`src/rtl/can_errstat_pkg.sv`:
```
package can_errstat_pkg;

    // Two-bit error standing, shared by the receiver and transmitter fields
    typedef enum logic [1:0] {
        ST_OK      = 2'b00,
        ST_WARN    = 2'b01,
        ST_PASSIVE = 2'b10,
        ST_BUSOFF  = 2'b11
    } errst_e;

    // Register image; field order is the visible bit order (MSB first)
    typedef struct packed {
        logic   wake;
        logic   csc;
        errst_e rstat;
        errst_e tstat;
        logic   ovr;
        logic   rxf;
    } flagreg_t;

    // State of the status tracker
    typedef struct packed {
        errst_e rstat;
        errst_e tstat;
        logic   csc;
    } trk_state_t;

    localparam int NUM_EVT_FLAGS = 3;
    localparam int EVT_RXF  = 0;
    localparam int EVT_OVR  = 1;
    localparam int EVT_WAKE = 2;
    localparam int NUM_CNT  = 2;
    localparam int CNT_RX   = 0;
    localparam int CNT_TX   = 1;

endpackage

```
`src/rtl/can_errstat_level.sv`:
```
module can_errstat_level
    import can_errstat_pkg::*;
#(
    parameter int CNT_W       = 9,
    parameter int WARN_LIM    = 96,
    parameter int PASSIVE_LIM = 127
) (
    input  logic [CNT_W-1:0] cnt,
    input  logic             force_off,
    output errst_e           level
);

    localparam logic [CNT_W-1:0] WARN_CMP    = CNT_W'(WARN_LIM);
    localparam logic [CNT_W-1:0] PASSIVE_CMP = CNT_W'(PASSIVE_LIM);

    always_comb begin
        if (force_off) begin
            level = ST_BUSOFF;
        end else if (cnt > PASSIVE_CMP) begin
            level = ST_PASSIVE;
        end else if (cnt > WARN_CMP) begin
            level = ST_WARN;
        end else begin
            level = ST_OK;
        end
    end

endmodule

```
`src/rtl/can_errstat_flag.sv`:
```
module can_errstat_flag (
    input  logic clk,
    input  logic rst_n,
    input  logic hold_zero,
    input  logic set_evt,
    input  logic clr_req,
    output logic flag
);

    logic flag_d;
    logic flag_q;

    always_comb begin
        flag_d = flag_q;
        if (hold_zero) begin
            flag_d = 1'b0;
        end else if (set_evt) begin
            flag_d = 1'b1;
        end else if (clr_req) begin
            flag_d = 1'b0;
        end
    end

    always_ff @(posedge clk or negedge rst_n) begin
        if (!rst_n) begin
            flag_q <= 1'b0;
        end else begin
            flag_q <= flag_d;
        end
    end

    assign flag = flag_q;

endmodule

```
`src/rtl/can_errstat_tracker.sv`:
```
module can_errstat_tracker
    import can_errstat_pkg::*;
(
    input  logic   clk,
    input  logic   rst_n,
    input  logic   hold_zero,
    input  logic   clr_req,
    input  errst_e live_rx,
    input  errst_e live_tx,
    output errst_e rstat,
    output errst_e tstat,
    output logic   csc
);

    trk_state_t s_d;
    trk_state_t s_q;
    logic       mismatch;

    always_comb begin
        s_d      = s_q;
        mismatch = (live_rx != s_q.rstat) || (live_tx != s_q.tstat);
        if (s_q.csc) begin
            // Pending change: status frozen, flag only leaves by clear or init
            if (hold_zero || clr_req) begin
                s_d.csc = 1'b0;
            end
        end else if (mismatch) begin
            s_d.rstat = live_rx;
            s_d.tstat = live_tx;
            s_d.csc   = !hold_zero;
        end
    end

    always_ff @(posedge clk or negedge rst_n) begin
        if (!rst_n) begin
            s_q <= '{rstat: ST_OK, tstat: ST_OK, csc: 1'b0};
        end else begin
            s_q <= s_d;
        end
    end

    assign rstat = s_q.rstat;
    assign tstat = s_q.tstat;
    assign csc   = s_q.csc;

endmodule

```
`src/rtl/can_errstat_reg.sv`:
```
module can_errstat_reg
    import can_errstat_pkg::*;
#(
    parameter int ADDR_W      = 8,
    parameter int REG_OFFSET  = 4,
    parameter int CNT_W       = 9,
    parameter int WARN_LIM    = 96,
    parameter int PASSIVE_LIM = 127,
    parameter int BUSOFF_LIM  = 255
) (
    input  logic              clk,
    input  logic              rst_n,
    input  logic [ADDR_W-1:0] addr,
    input  logic              wr_en,
    input  logic [7:0]        wdata,
    output logic [7:0]        rdata,
    input  logic              init_req,
    input  logic              init_ack,
    input  logic              sleep_mode,
    input  logic              bus_activity,
    input  logic              overrun_evt,
    input  logic              rxfull_evt,
    input  logic [CNT_W-1:0]  tx_err_cnt,
    input  logic [CNT_W-1:0]  rx_err_cnt,
    input  logic [3:0]        irq_en,
    output logic [3:0]        irq
);

    localparam logic [ADDR_W-1:0] OFFSET_A   = ADDR_W'(REG_OFFSET);
    localparam logic [CNT_W-1:0]  BUSOFF_CMP = CNT_W'(BUSOFF_LIM);

    logic                     init_active;
    logic                     write_open;
    logic                     reg_sel;
    logic                     wr_hit;
    flagreg_t                 wr_mask;
    logic                     tx_busoff;
    logic [CNT_W-1:0]         cnt_arr [NUM_CNT];
    errst_e                   live_arr [NUM_CNT];
    logic [NUM_EVT_FLAGS-1:0] evt_set;
    logic [NUM_EVT_FLAGS-1:0] evt_clr;
    logic [NUM_EVT_FLAGS-1:0] evt_flag;
    errst_e                   rstat;
    errst_e                   tstat;
    logic                     csc;
    flagreg_t                 reg_view;

    // Mode and access decode
    assign init_active = init_req && init_ack;
    assign write_open  = !init_req && !init_ack;
    assign reg_sel     = (addr == OFFSET_A);
    assign wr_hit      = wr_en && reg_sel && write_open;
    assign wr_mask     = flagreg_t'(wdata);

    // Counter classification, one slice per counter
    assign tx_busoff       = (tx_err_cnt > BUSOFF_CMP);
    assign cnt_arr[CNT_RX] = rx_err_cnt;
    assign cnt_arr[CNT_TX] = tx_err_cnt;

    for (genvar gi = 0; gi < NUM_CNT; gi++) begin : g_level
        can_errstat_level #(
            .CNT_W      (CNT_W),
            .WARN_LIM   (WARN_LIM),
            .PASSIVE_LIM(PASSIVE_LIM)
        ) u_level (
            .cnt      (cnt_arr[gi]),
            .force_off(tx_busoff),
            .level    (live_arr[gi])
        );
    end

    can_errstat_tracker u_tracker (
        .clk      (clk),
        .rst_n    (rst_n),
        .hold_zero(init_active),
        .clr_req  (wr_hit && wr_mask.csc),
        .live_rx  (live_arr[CNT_RX]),
        .live_tx  (live_arr[CNT_TX]),
        .rstat    (rstat),
        .tstat    (tstat),
        .csc      (csc)
    );

    // Strobe-driven sticky flags
    assign evt_set[EVT_RXF]  = rxfull_evt;
    assign evt_set[EVT_OVR]  = overrun_evt;
    assign evt_set[EVT_WAKE] = sleep_mode && bus_activity;
    assign evt_clr[EVT_RXF]  = wr_hit && wr_mask.rxf;
    assign evt_clr[EVT_OVR]  = wr_hit && wr_mask.ovr;
    assign evt_clr[EVT_WAKE] = wr_hit && wr_mask.wake;

    for (genvar gf = 0; gf < NUM_EVT_FLAGS; gf++) begin : g_flag
        can_errstat_flag u_flag (
            .clk      (clk),
            .rst_n    (rst_n),
            .hold_zero(init_active),
            .set_evt  (evt_set[gf]),
            .clr_req  (evt_clr[gf]),
            .flag     (evt_flag[gf])
        );
    end

    always_comb begin
        reg_view       = '0;
        reg_view.wake  = evt_flag[EVT_WAKE];
        reg_view.csc   = csc;
        reg_view.rstat = rstat;
        reg_view.tstat = tstat;
        reg_view.ovr   = evt_flag[EVT_OVR];
        reg_view.rxf   = evt_flag[EVT_RXF];
    end

    assign rdata = reg_sel ? reg_view : 8'h00;
    assign irq   = {reg_view.wake, reg_view.csc, reg_view.ovr, reg_view.rxf} & irq_en;

endmodule

```
`config.mk`:
```
export PLATFORM = sky130hd
export DESIGN_NAME = can_errstat_reg
export DESIGN_NICKNAME = d
export VERILOG_FILES = /design/src/rtl/can_errstat_pkg.sv /design/src/rtl/can_errstat_level.sv /design/src/rtl/can_errstat_flag.sv /design/src/rtl/can_errstat_tracker.sv /design/src/rtl/can_errstat_reg.sv
export SDC_FILE = /design/constraint.sdc
export NUM_CORES = 1
export LEC_CHECK = 0
export ABC_AREA = 1
export BUFFER_PORTS_ARGS = -buffer_cell sky130_fd_sc_hd__clkbuf_2
export CAP_MARGIN = 40
export CELL_PAD_IN_SITES_DETAIL_PLACEMENT = 1
export CELL_PAD_IN_SITES_GLOBAL_PLACEMENT = 2
export CORE_AREA = 5 5 56 95
export DETAILED_ROUTE_END_ITERATION = 8
export DIE_AREA = 0 0 61 100
export GPL_ROUTABILITY_DRIVEN = 0
export MAX_ROUTING_LAYER = met4
export PLACE_DENSITY = 0.69
export SLEW_MARGIN = 20
export SYNTH_ARGS = -nofsm -noshare
export SYNTH_HDL_FRONTEND = slang
export SYNTH_SLANG_ARGS = --single-unit
```
`constraint.sdc`:
```
create_clock -name clk -period 1.3 [get_ports clk]
set_clock_uncertainty 0.1 [all_clocks]
set_input_delay 0.26 -clock clk [delete_from_list [all_inputs] [get_ports clk]]
set_output_delay 0.26 -clock clk [all_outputs]
set_load 0.005 [all_outputs]
```
Word-level counts from Yosys, hierarchy flattened
Index checks and enable logic that the tools add are counted.

Register bits: 8. Input port bits: 47. Output and inout bits: 12. Word-level logic and storage cells: 53.

$lt $le $gt $ge: 5. Equality and inequality tests: 3. Muxes and demuxes: 19. Bitwise logic cells: 2. Reductions and logical operators: 18.

Operators by type and width (count): greater-than comparator 9 x 7 -> 1 bit (second input constant) (4); two-way mux 1 bit (14); greater-than comparator 9 x 8 -> 1 bit (second input constant) (1); logical AND 1 bit (9); nonzero test 3 bit (3); equality test 8 x 3 -> 1 bit (second input constant) (1); two-way mux 2 bit (4); two-way mux 8 bit (1); AND 4 bit (1); != test 2 bit (2); logical NOT 1 bit (3); logical OR 1 bit (2); AND reduction 2 bit (1); NOT 1 bit (1).

Logic depth before layout (Yosys ltp)
Gate-level depths: netlist (run 1).

Word-level depth: 8. Gate-level depth with buffers: 11. Mapped depth without buffers: 11.

Modules after synthesis
Synthesis (run 1) repeated with hierarchy kept, for this count alone.

Cell total of the unflattened synthesis: 137. Area, all modules: 750.7 sq um.

Modules (own cells, without submodules): can_errstat_tracker (instances 1, cells each 39, area each 280.3 sq um, sequential area each 125.1 sq um); can_errstat_reg (instances 1, cells each 57, area each 227.7 sq um, sequential area each 0.0 sq um); can_errstat_flag (instances 3, cells each 5, area each 45.0 sq um, sequential area each 25.0 sq um); can_errstat_level (instances 2, cells each 13, area each 53.8 sq um, sequential area each 0.0 sq um).

Worst setup path before layout (run 1)
Ideal clock, no wire load.

Kind: input port to flip-flop. Start point: input rx_err_cnt[8]. End point: register u_tracker.s_q, in the netlist u_tracker.csc. Library setup time: 0.121 ns. Data arrival time: 1.172 ns. Data required time: 1.079 ns. Path slack: -0.093 ns. Cell stages on the path: 7. Buffers on the path: 0. Cells stage by stage: or2_1 or2_1 xor2_1 nor2_1 nand4_2 nand3_1 nand2_1.

RTL lines: start: declaration (RTL line can_errstat_reg.sv:24) `input logic [CNT_W-1:0] rx_err_cnt,`; end signal: assignment (RTL line can_errstat_tracker.sv:36) `s_q <= '{rstat: ST_OK, tstat: ST_OK, csc: 1'b0};`; end: declaration (RTL line can_errstat_tracker.sv:16) `trk_state_t s_q;`.

Worst setup path in the final report (run 1)
Start point: input addr[0]. End point: output rdata[1].

Longest elaborated chain between the ends: 2.

RTL lines: start: declaration (RTL line can_errstat_reg.sv:13) `input logic [ADDR_W-1:0] addr,`; equality test 8 x 3 -> 1 bit (RTL line can_errstat_reg.sv:51) `assign reg_sel = (addr == OFFSET_A);`; two-way mux 8 bit (RTL line can_errstat_reg.sv:113) `assign rdata = reg_sel ? reg_view : 8'h00;`; end: declaration (RTL line can_errstat_reg.sv:16) `output logic [7:0] rdata,`.

Every way passes these cells.

==> key figures, run 1 <==
Status
  • Status: finished with violations
  • Failing checks: setup timing

Worst setup path
  • WP data required: around 940 ps
  • Critical path launch point: addr[0]
  • R2R Setup Slk: around 140 ps
  • Startpoint Class: input pin
  • Highest fanout seen on the critical path: 8
  • Worst Reg-to-Reg Cells: 7
  • Reg2reg end: u_tracker.csc
  • Critical Path AT: 1000 ps
  • Crit end category: output port
  • Reg2reg start: u_tracker.rstat[0]
  • WS Path Type: in2out
  • Worst setup endpoint: rdata[1]

Power and ir drop
  • Comb power frac: around two fifths
  • Switching part of the total: about a third
  • Flop pwr share: between 30% and 40%
  • Clock Power Share: between 20% and 30%
  • Worst vdd ir: between 400 and 500 uV
  • PwrDens: roughly 1100 nW/um^2
  • Lkg Pwr: 0.7037 nW
  • Internal power component: between 0.8 and 0.9 mW
  • Net Switching: about 0.43 mW

Hold path
  • Hold/Removal Path Class: in2reg
  • Hold depth: 3

Finish
  • Post-route cell area: 1126 um^2
  • Post-route insts no fill: 224
  • Area growth, synth to finish: 77.51%
  • Filler instances: around 600
  • Area of the multi-input gates: 352.8 um^2
  • Storage cell area: 201.4 um^2
  • Number of diodes: 0
  • Nets: between 200 and 250
  • Layout cells sized above 1: between 40% and 50%

Synthesis
  • Net Count, Synth: 152
  • Seq/Total Area, Yosys: between 30% and 40%
  • FF+latch count, synth: 8
  • Post-Syn Instances: between 100 and 150
  • Synth Area per Inst: 6.042 um^2
  • Synth cell types: 15
  • Yosys Warn Count: 0
  • Synthesized area: between 600 and 700 um^2

Route
  • DRC: 0
  • Pre-antenna DRT Iters: 3
  • Post-DRT Antenna Nets: 0
  • Post-DR wirelength/cell: 11.13 um
  • Vias per inst: 3.911
  • Via Count: ~880
  • Drt total wl: 2494 um
  • Detailed Route Iter0 Violations: 14

STA
  • Crit path time final: between 1000 and 1500 ps
  • Worst-Margin Slew: around 240 ps
  • Max Fclk: between 0.7 and 0.8 GHz
  • Max-slew violation count: 0
  • # setup viols final: 12
  • Final hold viol count: 0
  • RSZ-0062 raised after global routing: true
  • Final period utilization: 104.8%
  • Setup_tns: -449.1 ps
  • Setup ws final: -62.96 ps
  • Rel. slew slack: a little over four fifths

CTS
  • Clk slew on worst S/H paths: roughly 40 ps
  • Clock sink count: 8
  • Clk Latency, worst-skew pair: ~220 ps
  • Cts bufs inserted: 3
  • CTS root buf: clkbuf_8
  • CTS Buffer Depth: 2
  • Htree depth: 1
  • CTS tree: built

Die
  • Row count: 32
  • Die W: 61 um
  • # IOs: 59
  • Initial Util: between 10% and 20%
  • Core box area: about 4400 um^2
  • Die Y-Extent: 100 um
  • Die ar.: a little over 6000 um^2

Global routing
  • First-pass GRT wire length: a little under 4000 um
  • GR Overflow Total: 0
  • GRT Total Usage: 8.540%
  • Initial antenna violation count: 0
  • Pin count of the biggest net entering global routing: 9
  • Vias in the first global route: about 960

Place
  • Post-DP Area: roughly 1000 um^2
  • Port buffer count: 54
  • Placed wire-length estimate: approximately 2200 um
  • DP Cell Count: roughly 220

Run
  • Max Cap Violations: 0
registers in the layout (all words and copies together), names as in the netlist:
| signal | cells |
|---|---|
| g_flag.u_flag.flag | 3 |
| u_tracker.rstat | 2 |
| u_tracker.tstat | 2 |
| u_tracker.csc | 1 |
Yosys cell counts:
cell      instances  area share (%)
or2_1             2             2.0
nand3_1           6             4.7
nor2_1           20              12
mux2i_1           1             1.6
nand4_2           1             2.0
inv_1            29              17
nand3b_1          2             2.4
o21ai_0           4             3.2
mux2_2            1             1.8
xor2_1            2             2.8
a21oi_1           3             2.4
nand4_1           2             2.0
nand2_1          23              14
o211ai_1          1             1.2
dfrtp_1           8              32
cell usage in the layout, fill, tap and decap left out:
cell and n:
nand3_2 1, o211ai_1 1, nor2_4 1, nand4_2 1
buf_4 10, inv_1 28, or2_1 2, mux2_2 1
o21ai_0 1, clkbuf_2 54, clkbuf_8 3, inv_4 1
nand2_1 23, nand4_1 2, nor2_2 6, dfrtp_1 7
nor2_1 13, nand3_1 5, dlygate4sd3_1 1, a21oi_1 3
dfrtp_2 1, o21ai_1 3, xor2_1 2, nand3b_1 2
mux2i_1 1
layout make-up:
type	count	share of cell area, %
Multi-Input combinational cell	68	31.33
Timing Repair Buffer	65	31.56
Inverter	29	9.889
Clock buffer	3	3.667
Sequential cell	8	17.89
Tap cell	51	5.667
power groups by stage:
stage	clock network [mW]	registers, mW	logic [mW]
detailed placement	0	0.428	0.447
finish	0.296	0.419	0.511
global placement	0	0.420	0.427
floorplan	0	0.399	0.268
CTS	0.314	0.427	0.466
global route	0.329	0.433	0.577
metrics by stage:
step	total power [mW]	setup slack [ps]	utilization (%)	hold WS, ps
finish	1.226	-62.96	25.57	158.0
CTS	1.207	-97.61	24.89	151.8
floorplan	0.6677	-78.13	-	-135.6
detailed placement	0.8750	-246.8	22.84	31.44
global route	1.339	-156.4	25.57	173.5
global placement	0.8469	-216.5	22.84	18.79
logic make-up after synthesis:
kind of cell	Yosys count	share of synthesized area (%)
buffers and inverters	29	17.16
XOR/XNOR	2	2.762
AND/OR/NAND/NOR	56	38.46
multiplexers	2	3.353
AO/OA/AOI/OAI	8	6.706
flip-flops	8	31.56
worst min-delay path by stage:
stage	end	from	slack [ps]
2_1_floorplan	g_flag[0].u_flag.flag	rst_n	-140
3_3_place_gp	u_tracker.tstat[0]	rst_n	20
3_5_place_dp	u_tracker.rstat[0]	rst_n	30
4_1_cts	g_flag[0].u_flag.flag	rxfull_evt	150
5_1_grt	g_flag[0].u_flag.flag	rxfull_evt	170
6_report	g_flag[0].u_flag.flag	rxfull_evt	160
critical path, cell delays in order:
cell and delay [ps]:
clkbuf_2 80, nor2_1 90, nand3b_1 120, nor2_4 140, inv_4 90, nor2_2 100
clkbuf_2 120
what timing repair did:
| action | in CTS | in global routing |
|---|---|---|
| setup buffers | 2 | 3 |
| resized for setup | 13 | 2 |
| pin swaps | 5 | 1 |
| hold endpoints to repair | 8 | 0 |
| hold buffers | 1 | 0 |
| setup endpoints to repair | 10 | 14 |
routing by layer:
metal | global-route usage [%] | routed length (um) | vias to the layer above
li1 | - | - | 449
met5 | - | 0 | -
met4 | 2.003 | 7 | 0
met3 | 1.416 | 228 | 2
met2 | 16.32 | 1428 | 35
met1 | 8.549 | 830 | 390
Note: power is estimated with default switching activity, not from simulation.
==> run 2, diff against run 1 <==
CORE_AREA = 5 5 58 99   (was 5 5 56 95)
DIE_AREA = 0 0 63 104   (was 0 0 61 100)
PLACE_DENSITY = 0.7   (was 0.69)
SYNTH_HIERARCHICAL = 1   (was unset)
==> key figures, run 2 <==
Die
  • Die Y-Extent: roughly 100 um
  • Core box area: between 4000 and 5000 um^2
  • Die ar.: between 6000 and 7000 um^2
  • Die W: 63 um
  • Row count: 34
  • # IOs: about 60
  • Initial Util: ~15%

Route
  • Pre-antenna DRT Iters: 4
  • Vias per inst: 3.711
  • Drt total wl: 2299 um
  • DRC: 0
  • Via Count: 950
  • Post-DRT Antenna Nets: 0
  • Detailed Route Iter0 Violations: 25
  • Post-DR wirelength/cell: about 9 um

Global routing
  • GRT Total Usage: 7.837%
  • Vias in the first global route: 1046
  • GR Overflow Total: 0
  • Initial antenna violation count: 0
  • Pin count of the biggest net entering global routing: 9
  • First-pass GRT wire length: approximately 4200 um

Finish
  • Most frequent cells in the layout: clkbuf_2, inv_1, nand2_1
  • Layout cells sized above 1: a little under half
  • Area growth, synth to finish: 66.67%
  • Max reg flops: 3
  • Storage cell area: 200.2 um^2
  • Number of diodes: 0
  • Post-route cell area: around 1300 um^2
  • Area of the multi-input gates: between 300 and 400 um^2
  • Nets: approximately 250
  • Commonest non-fill, non-tap cell in the layout: clkbuf_2
  • Filler instances: between 600 and 700

Synthesis
  • FF+latch count, synth: 8
  • Post-synth ARST share: 100.0%
  • Post-Syn Instances: around 140
  • Top-area cell type share of the netlist area: 26.67%
  • Synth cell types: 12
  • Seq/Total Area, Yosys: between 20% and 30%
  • Main synth FF type: dfrtp_1
  • Post-Synth Simple-Gate Area: 37.33%
  • Synth Area per Inst: approximately 5.5 um^2
  • Net Count, Synth: between 150 and 200
  • Synth Area in XOR/XNOR: 0%
  • Area leader, netlist: dfrtp_1
  • Post-Synth Adder-Cell Area: 0%
  • Combinational family with the most area after synthesis: simple AND/OR/NAND/NOR gates
  • Synth top area cells: dfrtp_1, inv_1, nand2_1
  • Synthesized area: 750.7 um^2
  • Count leader, synth: inv_1
  • Compound-Gate Fraction of Synth Area: between 3 and 4%
  • Commonest cells in the netlist: inv_1, nand2_1, nor2_1
  • Post-synth EDFFs: 0
  • Yosys Warn Count: 6
  • Multiplexer share of the synthesized area: between 5 and 6%

Worst setup path
  • Worst stage delay on the critical path: between 100 and 150 ps
  • Crit path cell chain: buf_6 -> inv_2 -> nand2_2 -> nor2_4 -> nand2_4 -> nor2_2 -> buf_2
  • Highest fanout seen on the critical path: 8
  • WS Path Type: in2out
  • Critical Path AT: just over 900 ps
  • Slowest cell on crit path: nor2_4
  • CP delay by family, top: simple AND/OR/NAND/NOR gates
  • Worst Path Buf+Inv: 3
  • WP data required: 940 ps
  • Crit end category: output port
  • Startpoint Class: input pin

STA
  • Worst-Margin Slew: 236.2 ps
  • Max Fclk: 0.7845 GHz
  • # setup viols final: 0
  • Setup ws final: approximately 25 ps
  • Final hold viol count: 0
  • Max-slew violation count: 0
  • Rel. slew slack: 84.23%
  • Crit path time final: 1275 ps
  • Final period utilization: 98.06%
  • RSZ-0062 raised after global routing: true
  • Setup_tns: 0 ps
  • Worst Hold Slack: approximately 170 ps

Place
  • Placed wire-length estimate: 2049 um
  • Post-DP Area: roughly 1100 um^2
  • Port buffer count: 54
  • Dpl ws: -64.58 ps

CTS
  • CTS tree: built
  • Clock sink count: 8
  • Cts bufs inserted: 3
  • Htree depth: 1
  • Clk Latency, worst-skew pair: ~220 ps
  • CTS root buf: clkbuf_8
  • Clk slew on worst S/H paths: roughly 40 ps
  • CTS Buffer Depth: 2

Power and ir drop
  • Lkg Pwr: about 0.89 nW
  • Power Total: approximately 1.1 mW
  • Worst vdd ir: between 300 and 400 uV
  • PwrDens: roughly 900 nW/um^2

Run
  • Max Cap Violations: 0

Hold path
  • Hold/Removal Path Class: in2reg

Status
  • Status: finished clean
-- run 2: cell types whose count changed in the layout (fill, tap and decap cells not counted), sizes merged, moves of 3 or more --
| cell | change |
|---|---|
| buf | +6 |
| clkbuf | -7 |
| inv | +23 |
| mux2i | +3 |
| nand2 | +15 |
| nand4 | -3 |
| nor2 | +4 |
| o21ai | -4 |
-- run 2: worst paths after layout --
kind / startpoint / to / slack, ps / cells after the start
max in group asynchronous: rst_n / u_tracker/rstat[0] / 580 / 2
min: overrun_evt / g_flag[1].u_flag/flag / 170 / 3
min reg2reg: g_flag[0].u_flag/flag / g_flag[0].u_flag/flag / 460 / 2
max reg2reg: u_tracker/tstat[0] / u_tracker/csc / 280 / 7
max: addr[7] / rdata[7] / 30 / 7
min in group asynchronous: rst_n / u_tracker/tstat[0] / 330 / 2
-- run 2: tightest hold or removal path, delay by kind of cell --
| family | cells | cell delay, ps |
|---|---|---|
| buffers and inverters | 2 | 140 |
| AO/OA/AOI/OAI | 1 | 50 |
-- run 2: metrics by stage --
stage,cells,util [%]
2_1_floorplan,137,-
3_3_place_gp,250,23.15
3_5_place_dp,250,23.15
4_1_cts,256,24.91
5_1_grt,256,25.58
6_report,256,25.58
-- run 2: kinds of logic (layout without fill, tap and decap cells) --
family | after synthesis | in the layout
buffers and inverters | 54 | 119
AND/OR/NAND/NOR | 68 | 68
AO/OA/AOI/OAI | 3 | 3
multiplexers | 4 | 4
flip-flops | 8 | 8
-- run 2: power breakdown --
part | internal (mW) | switching (mW) | leakage (nW)
Sequential | 0.326 | 0.0605 | 0.0876
Clock | 0.200 | 0.0902 | 0.0216
Combinational | 0.221 | 0.241 | 0.777
Total | 0.747 | 0.392 | 0.886
-- run 2: cell type report --
| type | count | area share [%] |
|---|---|---|
| clock buffer | 3 | 3.300 |
| inverter | 52 | 15.60 |
| multi-input combinational | 75 | 30.90 |
| sequential | 8 | 16.00 |
| tap | 54 | 5.400 |
| timing repair buffer | 64 | 28.80 |
-- run 2: per-layer routing --
| layer | GRT usage (%) | vias to the layer above | share of wire [%] |
|---|---|---|---|
| met3 | 2.270 | 2 | 7.5 |
| met4 | 2.731 | 0 | 1.2 |
| met5 | - | - | 0 |
| li1 | - | 501 | - |
| met1 | 7.303 | 412 | 36 |
| met2 | 14.68 | 35 | 55 |
-- run 2: what timing repair did --
action                                  CTS  global route
gates resized for setup                   6            21
endpoints found under the setup margin    8            11
pin swaps                                 2             6
hold buffers                              1             0
hold endpoints to repair                  8             0
setup buffers                             2             0
